===== src/rtl/pllseq_pkg.sv =====
package pllseq_pkg;

    localparam int MUL_W  = 12;
    localparam int RDIV_W = 12;
    localparam int ODIV_W = 7;
    localparam int DATA_W = 16;

    typedef enum logic [1:0] {
        A_MUL  = 2'd0,
        A_RDIV = 2'd1,
        A_ODIV = 2'd2,
        A_CTRL = 2'd3
    } addr_e;

    typedef enum logic [1:0] {
        ST_BYP   = 2'd0,
        ST_PLL   = 2'd1,
        ST_DRAIN = 2'd2,
        ST_PD    = 2'd3
    } state_e;

    typedef struct packed {
        logic [MUL_W-1:0]  mul;
        logic [RDIV_W-1:0] rdiv;
        logic              rbyp;
        logic [ODIV_W-1:0] odiv;
        logic              oen;
    } ratio_t;

    localparam ratio_t RATIO_RST = '{mul: 12'd496, rdiv: 12'd96, rbyp: 1'b0,
                                     odiv: 7'd0, oen: 1'b0};

    localparam logic [63:0] PLLIN_MIN_HZ  = 64'd32768;
    localparam logic [63:0] PLLIN_MAX_HZ  = 64'd170000;
    localparam logic [63:0] PLLOUT_MIN_HZ = 64'd60000000;

    // Range test done with products only, so no divider is built.
    function automatic logic cfg_violation(ratio_t r, logic [63:0] ref_hz,
                                           logic [63:0] fmax_hz);
        logic [63:0] div;
        logic [63:0] mul;
        logic [63:0] prod;
        div  = r.rbyp ? 64'd1 : (64'(r.rdiv) + 64'd4);
        mul  = 64'(r.mul) + 64'd4;
        prod = ref_hz * mul;
        return (ref_hz < PLLIN_MIN_HZ * div) || (ref_hz > PLLIN_MAX_HZ * div) ||
               (prod < PLLOUT_MIN_HZ * div) || (prod > fmax_hz * div);
    endfunction

    function automatic ratio_t apply_write(ratio_t r, addr_e a, logic [DATA_W-1:0] d);
        ratio_t n;
        n = r;
        case (a)
            A_MUL:  n.mul = d[MUL_W-1:0];
            A_RDIV: begin
                n.rdiv = d[RDIV_W-1:0];
                n.rbyp = d[RDIV_W];
            end
            A_ODIV: begin
                n.odiv = d[ODIV_W-1:0];
                n.oen  = d[ODIV_W];
            end
            default: n = r;
        endcase
        return n;
    endfunction

endpackage


===== src/rtl/pllseq_timer.sv =====
module pllseq_timer #(
    parameter int CYC = 48000
) (
    input  logic clk,
    input  logic rst,
    input  logic restart,
    output logic done
);
    localparam int CNT_W = $clog2(CYC + 1);
    localparam logic [CNT_W-1:0] LOAD = CNT_W'(CYC);

    logic [CNT_W-1:0] cnt;

    always_ff @(posedge clk) begin
        if (rst || restart)
            cnt <= LOAD;
        else if (cnt != '0)
            cnt <= cnt - 1'b1;
    end

    assign done = (cnt == '0);

    // once expired, the timer stays expired until the next restart
    p_done_sticky_r3: assert property (@(posedge clk) disable iff (rst)
        (done && !restart) |=> done);

endmodule


===== src/rtl/pllseq_regs.sv =====
module pllseq_regs
    import pllseq_pkg::*;
(
    input  logic              clk,
    input  logic              rst,
    input  logic              wr_en,
    input  logic [1:0]        wr_addr,
    input  logic [DATA_W-1:0] wr_data,
    input  logic              in_bypass,
    output ratio_t            cur,
    output logic              applied
);
    logic              ratio_wr;
    logic              stg_vld;
    addr_e             stg_addr;
    logic [DATA_W-1:0] stg_data;
    ratio_t            nxt;

    assign ratio_wr = wr_en && (addr_e'(wr_addr) != A_CTRL);

    always_comb begin
        nxt = cur;
        if (stg_vld)
            nxt = apply_write(nxt, stg_addr, stg_data);
        if (ratio_wr && in_bypass)
            nxt = apply_write(nxt, addr_e'(wr_addr), wr_data);
    end

    assign applied = stg_vld || (ratio_wr && in_bypass);

    always_ff @(posedge clk) begin
        if (rst) begin
            cur      <= RATIO_RST;
            stg_vld  <= 1'b0;
            stg_addr <= A_MUL;
            stg_data <= '0;
        end else begin
            cur     <= nxt;
            stg_vld <= ratio_wr && !in_bypass;
            if (ratio_wr && !in_bypass) begin
                stg_addr <= addr_e'(wr_addr);
                stg_data <= wr_data;
            end
        end
    end

    // applied ratios move only after a cycle spent in bypass
    p_ratio_in_bypass_r4: assert property (@(posedge clk) disable iff (rst)
        !$stable(cur) |-> $past(in_bypass));
    // a staged write is only released once the clock select is bypass
    p_stage_after_bypass_r4: assert property (@(posedge clk) disable iff (rst)
        stg_vld |-> in_bypass);

endmodule


===== src/rtl/pllseq_fsm.sv =====
module pllseq_fsm
    import pllseq_pkg::*;
#(
    parameter int SETTLE_CYC = 48000
) (
    input  logic clk,
    input  logic rst,
    input  logic ctrl_wr,
    input  logic ratio_wr,
    input  logic ctrl_req,
    input  logic ctrl_pd,
    input  logic timer_done,
    input  logic applied,
    output logic sel_q,
    output logic pwrdn_q,
    output logic req_q,
    output logic restart
);
    localparam int BC_W = $clog2(SETTLE_CYC + 2);
    localparam logic [BC_W-1:0] BC_MAX = BC_W'(SETTLE_CYC);

    state_e state, state_nx;
    logic   pd_q, req_nx, pd_nx, sel_nx, pwr_nx;
    logic [BC_W-1:0] byp_cnt;

    assign req_nx = ctrl_wr ? ctrl_req : req_q;
    assign pd_nx  = ctrl_wr ? ctrl_pd  : pd_q;

    always_comb begin
        state_nx = state;
        sel_nx   = sel_q;
        pwr_nx   = pwrdn_q;
        restart  = applied;
        case (state)
            ST_BYP: begin
                if (pd_nx) begin
                    state_nx = ST_PD;
                    pwr_nx   = 1'b1;
                end else if (ratio_wr) begin
                    restart = 1'b1;
                end else if (timer_done && !applied && req_nx) begin
                    state_nx = ST_PLL;
                    sel_nx   = 1'b1;
                end
            end
            ST_PLL: begin
                if (pd_nx) begin
                    state_nx = ST_DRAIN;
                    sel_nx   = 1'b0;
                end else if (ratio_wr || !req_nx) begin
                    state_nx = ST_BYP;
                    sel_nx   = 1'b0;
                    restart  = 1'b1;
                end
            end
            ST_DRAIN: begin
                state_nx = ST_PD;
                pwr_nx   = 1'b1;
            end
            default: begin
                if (!pd_nx) begin
                    state_nx = ST_BYP;
                    pwr_nx   = 1'b0;
                    restart  = 1'b1;
                end
            end
        endcase
    end

    always_ff @(posedge clk) begin
        if (rst) begin
            state   <= ST_BYP;
            sel_q   <= 1'b0;
            pwrdn_q <= 1'b0;
            req_q   <= 1'b0;
            pd_q    <= 1'b0;
            byp_cnt <= '0;
        end else begin
            state   <= state_nx;
            sel_q   <= sel_nx;
            pwrdn_q <= pwr_nx;
            req_q   <= req_nx;
            pd_q    <= pd_nx;
            if (sel_q || pwrdn_q)
                byp_cnt <= '0;
            else if (byp_cnt != BC_MAX)
                byp_cnt <= byp_cnt + 1'b1;
        end
    end

    // the PLL path is chosen only after a full settle interval in bypass
    p_settle_before_pll_r3: assert property (@(posedge clk) disable iff (rst)
        $rose(sel_q) |-> (byp_cnt >= BC_MAX));
    // the PLL path is held only while a request stands
    p_pll_needs_req_r5: assert property (@(posedge clk) disable iff (rst)
        sel_q |-> req_q);
    // power-down follows a cycle in which bypass was already selected
    p_pd_after_bypass_r6: assert property (@(posedge clk) disable iff (rst)
        $rose(pwrdn_q) |-> !$past(sel_q));
    // never on the PLL path while powered down
    p_pd_keeps_bypass_r6: assert property (@(posedge clk) disable iff (rst)
        pwrdn_q |-> !sel_q);
    // leaving power-down starts a fresh settle interval
    p_pd_exit_settles_r7: assert property (@(posedge clk) disable iff (rst)
        $fell(pwrdn_q) |-> !timer_done);

endmodule


===== src/rtl/pll_bypass_seq.sv =====
module pll_bypass_seq
    import pllseq_pkg::*;
#(
    parameter int          SETTLE_CYC = 48000,
    parameter logic [63:0] REF_HZ     = 64'd12000000,
    parameter logic [63:0] FMAX_HZ    = 64'd100000000
) (
    input  logic              clk,
    input  logic              rst,
    input  logic              wr_en,
    input  logic [1:0]        wr_addr,
    input  logic [DATA_W-1:0] wr_data,
    output logic              sysclk_sel,
    output logic              pll_pwrdn,
    output logic [MUL_W-1:0]  mult_fld,
    output logic [RDIV_W-1:0] refdiv_fld,
    output logic              refdiv_bypass,
    output logic [ODIV_W-1:0] outdiv_fld,
    output logic              outdiv_en,
    output logic              on_pll,
    output logic              settling,
    output logic              req_pending,
    output logic              cfg_bad
);
    ratio_t cur;
    logic   applied, restart, timer_done, sel_q, pwrdn_q, req_q;
    logic   ctrl_wr, ratio_wr;

    assign ctrl_wr  = wr_en && (addr_e'(wr_addr) == A_CTRL);
    assign ratio_wr = wr_en && (addr_e'(wr_addr) != A_CTRL);

    pllseq_regs u_regs (
        .clk       (clk),
        .rst       (rst),
        .wr_en     (wr_en),
        .wr_addr   (wr_addr),
        .wr_data   (wr_data),
        .in_bypass (!sel_q),
        .cur       (cur),
        .applied   (applied)
    );

    pllseq_timer #(.CYC(SETTLE_CYC)) u_timer (
        .clk     (clk),
        .rst     (rst),
        .restart (restart),
        .done    (timer_done)
    );

    pllseq_fsm #(.SETTLE_CYC(SETTLE_CYC)) u_fsm (
        .clk        (clk),
        .rst        (rst),
        .ctrl_wr    (ctrl_wr),
        .ratio_wr   (ratio_wr),
        .ctrl_req   (wr_data[0]),
        .ctrl_pd    (wr_data[1]),
        .timer_done (timer_done),
        .applied    (applied),
        .sel_q      (sel_q),
        .pwrdn_q    (pwrdn_q),
        .req_q      (req_q),
        .restart    (restart)
    );

    assign sysclk_sel    = sel_q;
    assign on_pll        = sel_q;
    assign pll_pwrdn     = pwrdn_q;
    assign mult_fld      = cur.mul;
    assign refdiv_fld    = cur.rdiv;
    assign refdiv_bypass = cur.rbyp;
    assign outdiv_fld    = cur.odiv;
    assign outdiv_en     = cur.oen;
    assign settling      = !timer_done;
    assign req_pending   = req_q && !sel_q;
    assign cfg_bad       = cfg_violation(cur, REF_HZ, FMAX_HZ);

endmodule


===== config.mk =====
export PLATFORM = sky130hd
export DESIGN_NAME = pll_bypass_seq
export DESIGN_NICKNAME = d
export VERILOG_FILES = /design/src/rtl/pllseq_pkg.sv /design/src/rtl/pllseq_timer.sv /design/src/rtl/pllseq_regs.sv /design/src/rtl/pllseq_fsm.sv /design/src/rtl/pll_bypass_seq.sv
export SDC_FILE = /design/constraint.sdc
export NUM_CORES = 1
export LEC_CHECK = 0
export ABC_AREA = 1
export BUFFER_PORTS_ARGS = -buffer_cell sky130_fd_sc_hd__buf_4
export CAP_MARGIN = 10
export CORE_UTILIZATION = 55
export DETAILED_ROUTE_END_ITERATION = 10
export PLACE_DENSITY = 0.83
export SETUP_SLACK_MARGIN = 0.5
export SKIP_LAST_GASP = 1
export SYNTH_ARGS = -nofsm -noshare
export SYNTH_HDL_FRONTEND = slang
export SYNTH_SLANG_ARGS = --single-unit
export TNS_END_PERCENT = 100

===== constraint.sdc =====
create_clock -name clk -period 19.2 [get_ports clk]
set_clock_uncertainty 0.15 [all_clocks]
set_input_delay 0.96 -clock clk [delete_from_list [all_inputs] [get_ports clk]]
set_output_delay 0.96 -clock clk [all_outputs]
set_load 0.05 [all_outputs]

Yosys cells after proc, flatten, opt, wreduce, memory -nomap -nowiden
Index checks and enable logic that the tools add are counted.
{"block": "totals", "word_cells": 102, "ff_bits": 71}
{"block": "classes", "n_eq_ne": 17, "n_mul": 4, "addsub": 3, "bitwise": 1, "n_lt_le_gt_ge": 4, "muxes": 33, "n_reduce_logical": 26}
{"cell": "two-way mux 33 bit", "n": 2}
{"cell": "> comparator 37 x 40 -> 1 bit", "n": 1}
{"cell": "< comparator 37 x 39 -> 1 bit", "n": 1}
{"cell": "two-way mux 13 bit", "n": 3}
{"cell": "multiplier 19 x 13 -> 32 bit, first input constant", "n": 1}
{"cell": "> comparator 24 x 31 -> 1 bit, first input constant", "n": 1}
{"cell": "multiplier 18 x 13 -> 31 bit, first input constant", "n": 1}
{"cell": "multiplier 16 x 13 -> 29 bit, first input constant", "n": 1}
{"cell": "< comparator 24 x 28 -> 1 bit, first input constant", "n": 1}
{"cell": "multiplier 14 x 13 -> 27 bit, first input constant", "n": 1}
{"cell": "adder 12 x 3 -> 13 bit, second input constant", "n": 2}
{"cell": "two-way mux 12 bit", "n": 2}
{"cell": "logical NOT 16 bit", "n": 1}
{"cell": "two-way mux 8 bit", "n": 2}
{"cell": "nonzero test 16 bit", "n": 1}
{"cell": "subtractor 16 x 1 -> 16 bit, second input constant", "n": 1}
{"cell": "two-way mux 1 bit", "n": 14}
{"cell": "two-way mux 2 bit", "n": 6}
{"cell": "equality test 2 bit, second input constant", "n": 4}
{"cell": "logical AND 1 bit", "n": 7}
{"cell": "equality test 2 x 1 -> 1 bit, second input constant", "n": 3}
{"cell": "logical NOT 2 bit", "n": 3}
{"cell": "logical OR 1 bit", "n": 6}
{"cell": "inequality test 2 bit, second input constant", "n": 3}
{"cell": "other kinds (13)", "n": 20}

Logic depth before layout (Yosys ltp)
{"block": "logic_depth", "depth_word": 11, "mapped_depth": 42, "depth_no_buf": 42}

Cells and area by module
Synthesis repeated with hierarchy kept, for this count alone.
{"block": "unflattened", "cells_unflattened": 2620, "area_unflattened_um2": 19801.5}
{"module": "pll_bypass_seq", "area_per_inst_um2": 16225.6, "cells_per_inst": 2093, "instances": 1}
{"module": "pllseq_regs", "area_per_inst_um2": 2268.4, "cells_per_inst": 325, "instances": 1}
{"module": "pllseq_timer", "area_per_inst_um2": 913.4, "cells_per_inst": 135, "instances": 1}
{"module": "pllseq_fsm", "area_per_inst_um2": 394.1, "cells_per_inst": 67, "instances": 1}

Worst setup path before layout
Ideal clock, no wire load.
{"block": "synth_path", "path_kind": "flip-flop to output port", "start": "reg, netlist name u_regs.cur[13]", "end": "out cfg_bad", "arrival_ns": 7.498, "stages_incl_launch_ff": 35, "slack_ns": 10.592, "required_time_ns": 18.090, "n_path_buf": 0, "cell_sequence": "dfxtp_1 nand3_1 nor2_1 inv_2 nor3_2 inv_2 nor2_2 nor2_1 nor3_1 fa_1 inv_1 fa_1 inv_1 fa_1 inv_1 fa_1 fa_1 inv_1 ha_1 a21oi_1 and2_1 nand3_1 a21oi_1 o21bai_1 xnor2_1 ha_1 nand4_1 nor3_1 nand3b_1 nand2_1 inv_1 nand2_1 nor2_1 a21oi_1 nand3_1"}
{"block": "synth_between", "elab_chain_cells": 7}
{"item": "adder 12 x 3 -> 13 bit (*)", "line_no": "pllseq_pkg.sv:43", "text": "div = r.rbyp ? 64'd1 : (64'(r.rdiv) + 64'd4);"}
{"item": "two-way mux 13 bit (*)", "line_no": "pllseq_pkg.sv:43"}
{"item": "branches (longest 4 deep; another with < comparator 37 x 39 -> 1 bit)"}
{"item": "logical OR 1 bit (*)", "line_no": "pllseq_pkg.sv:47", "text": "(prod < PLLOUT_MIN_HZ * div) || (prod > fmax_hz * div);"}
{"item": "to (decl)", "line_no": "pll_bypass_seq.sv:23", "text": "output logic cfg_bad"}
Every way passes the cells marked *.

Worst setup path after layout
{"block": "layout_path", "start": "reg, netlist name u_regs.cur[11]", "end": "out cfg_bad"}
{"block": "layout_between", "elab_chain_cells": 7}
{"item": "adder 12 x 3 -> 13 bit (*)", "line_no": "pllseq_pkg.sv:43"}
{"item": "two-way mux 13 bit (*)", "line_no": "pllseq_pkg.sv:43"}
{"item": "branches (longest 4 deep; another with < comparator 37 x 39 -> 1 bit)"}
{"item": "logical OR 1 bit (*)", "line_no": "pllseq_pkg.sv:47"}
Marks and branches as above.

==> key figures <==
Run status
  – Run status: complete, no violations

Timing
  – Min setup slack post-route: 9.44 ns
  – Minimum clock period: 9.76 ns
  – Slew at the pin closest to its max-slew limit: 0.925 ns
  – Number of pins exceeding their max-slew limit in the final report: 0
  – Final Hold Viols: 0
  – Normalized max-slew margin: 38.2%
  – Maximum clock frequency: 102 MHz
  – Share of the clock period used by the worst path: 50.8%
  – Count of endpoints failing setup in the final report: 0
  – Post-Route Hold Slack: 0.324 ns
  – TNS Setup: 0 ns
  – Unrepaired setup endpoints after global routing: false

Clocking
  – Register clock-pin slew on the reported worst setup and hold paths: 0.05 ns
  – CTS tree: done
  – Buffers from clock root to sink, at most: 2
  – Hold Buf Count CTS: 0
  – Post-CTS setup buffers: 0
  – CTS Root Buffer Type: clkbuf_16
  – Clock latency on the worst-skew pair: 0.33 ns
  – Htree depth: 3
  – Num CTS Buffers: 9
  – Clock tree sinks: 71
  – Post-CTS resize count: 0

Cells and area
  – Number of antenna cells inserted: 0
  – Util after Layout: 59.4%
  – Ratio of cells with drive above 1 in the final layout: 5.02%
  – Number of nets in the layout: 3226
  – Most common cell after layout, fill and taps aside: inv_1
  – Top library cells by usage in the layout, fill and taps aside: 632 x inv_1, 433 x nand2_1, 387 x ha_1
  – Area Growth Syn to Fin: 6.69%

Synthesis
  – Count of flip-flops with a built-in enable after synthesis: 0
  – Post-Synthesis Cell Area: 0.0192 mm²
  – Sequential element share of the synthesized area: 7.40%
  – Mapped Cells: 2530
  – Mean instance size in the synthesized netlist: 7.59 µm²
  – Warning count from the yosys run: 0
  – Number of nets produced by synthesis: 3169
  – Share of flip-flops with an asynchronous set or reset: 0%
  – Flops & latches, synth: 71
  – Main synth FF type: dfxtp_1
  – Synth cell types: 49

Detailed routing
  – # DRC: 0
  – Vias: 16305
  – Number of antenna-violating nets in the routed design: 0
  – Avg Vias per Cell: 5.35
  – Detailed Route WL: 50400 µm
  – First drt pass iteration count: 6
  – Number of DRC markers after the initial detailed-route iteration: 1065
  – Average wire length per cell after detail routing: 16.5 µm

GRT
  – Wire length of the first global-routing pass: 83100 µm
  – Remaining global-route overflow: 0
  – Vias in the first global route: 16771
  – Total global-route track usage: 29.1%
  – Maximum number of pins on one net before global-route repair: 44
  – Antenna violations before repair: 0

Critical path
  – Data required time of the worst path: 18.09 ns
  – Type of the worst setup path: reg -> out
  – Endpoint type of the worst setup path: output pin
  – Maximum fanout encountered on the critical timing path: 10
  – Cell at the slowest stage of the critical path: fa_1
  – Count of buffering cells on the critical path with inverters included: 7
  – Worst path arrival time: 8.65 ns
  – Max incr delay on CP: 0.56 ns
  – Kind of start point of the critical path: flop
  – Cell family contributing the most delay on the critical path: adder cells
  – Crit-path most repeated cell: nand2_1

Run
  – Number of maximum-capacitance violations: 0

Floorplanning
  – Chip height: 189 µm
  – Initial cell density of the core: 55.7%
  – Area of the die: 0.0357 mm²
  – Count of pins on the block boundary: 60
  – Horizontal die dimension: 189 µm
  – Core footprint: 0.0345 mm²
  – Row Count: 68

Placement
  – Number of buffers added on ports: 56
  – Placement Setup Slack: 9.73 ns
  – Dpl hpwl: 43900 µm
  – RD Place Congestion: 0.968

Hold path
  – Type of the most critical hold path: reg -> reg
[flip-flops by register name, indices dropped and copies added (netlist names), 2 cells and up]
name             flops
u_regs.cur          33
u_regs.stg_addr      2
u_fsm.state          2
u_timer.cnt         16
u_regs.stg_data     13
[metrics by stage]
stage                     cell area, µm²  cells
after detailed placement           20200   3030
after floorplan                    19200   2530
final                              20500   3046
after CTS                          20500   3045
after global routing               20500   3046
after global placement             20200   3030
[cell type report]
cell class	instances	area, µm²
Fill cell	3029	14000
Clock buffer	12	256
Timing Repair Buffer	65	488
Inverter	646	2430
Clock inverter	3	42.5
Sequential cell	71	1420
Tap cell	455	569
Multi-Input combinational cell	1794	15300
[tightest hold or removal path: cells and delay by family, from the launching register on]
kind | cells | cell delay [ns]
DFF | 1 | 0.30
buffers and inverters | 1 | 0.07
AOI/OAI and AO/OA | 1 | 0.06
[final timing paths]
path                       start                  end  slack [ns]  cells after the start
max               u_regs.cur[11]              cfg_bad        9.44                     38
min          u_regs.stg_data[12]  u_regs.stg_data[12]        0.32                      2
max reg2reg       u_timer.cnt[0]       u_timer.cnt[9]       17.02                     14
min reg2reg  u_regs.stg_data[12]  u_regs.stg_data[12]        0.32                      2
[kinds of logic (layout without fill, tap and decap cells)]
family / count (synthesis) / after routing / synth area share (%)
fa+ha+maj: 618 / 618 / 49.3
xor+xnor: 90 / 90 / 4.11
flops: 71 / 71 / 7.40
compound gates: 336 / 336 / 9.52
simple gates: 750 / 750 / 16.6
buf+inv: 665 / 726 / 13.1
[per-layer routing]
metal / global-route usage (%) / part of all wire [%] / vias up
met5: 0 / 0 / -
met4: 8.31 / 3.0 / 0
met3: 4.86 / 6.2 / 90
li1: - / - / 8007
met2: 51.2 / 48 / 487
met1: 36.6 / 43 / 7721
[synth_stat cells, types with 3 or more instances]
cell type  number  area, µm²
dfxtp_1        71       1420
a31oi_1         9       56.3
o21bai_1       15        113
xor2_1         61        534
o21ai_0       103        515
a21o_1          9       67.6
o21ai_1        15       75.1
nor4_1          3       18.8
a21oi_2         3       26.3
inv_1         632       2370
xnor2_1        29        254
nand4_1        23        144
buf_2           5       25.0
inv_2          13       48.8
o21ai_2         3       26.3
nand3b_1        8       60.1
o21a_1          6       45.0
nand2_2         5       31.3
ha_1          387       4840
and2_1          3       18.8
or2_2           7       43.8
nor3_1         25        125
o31ai_1         3       22.5
nor2_4          4       45.0
nor2_2          6       37.5
nand3_1        84        420
clkbuf_1       12       45.0
nand2_1       433       1630
fa_1          231       4620
a21oi_1       162        811
nor2_1        140        526
Power is left out: the tool's default activity adds up to more than one toggle a clock period on the data nets, which glitch-free logic cannot reach.
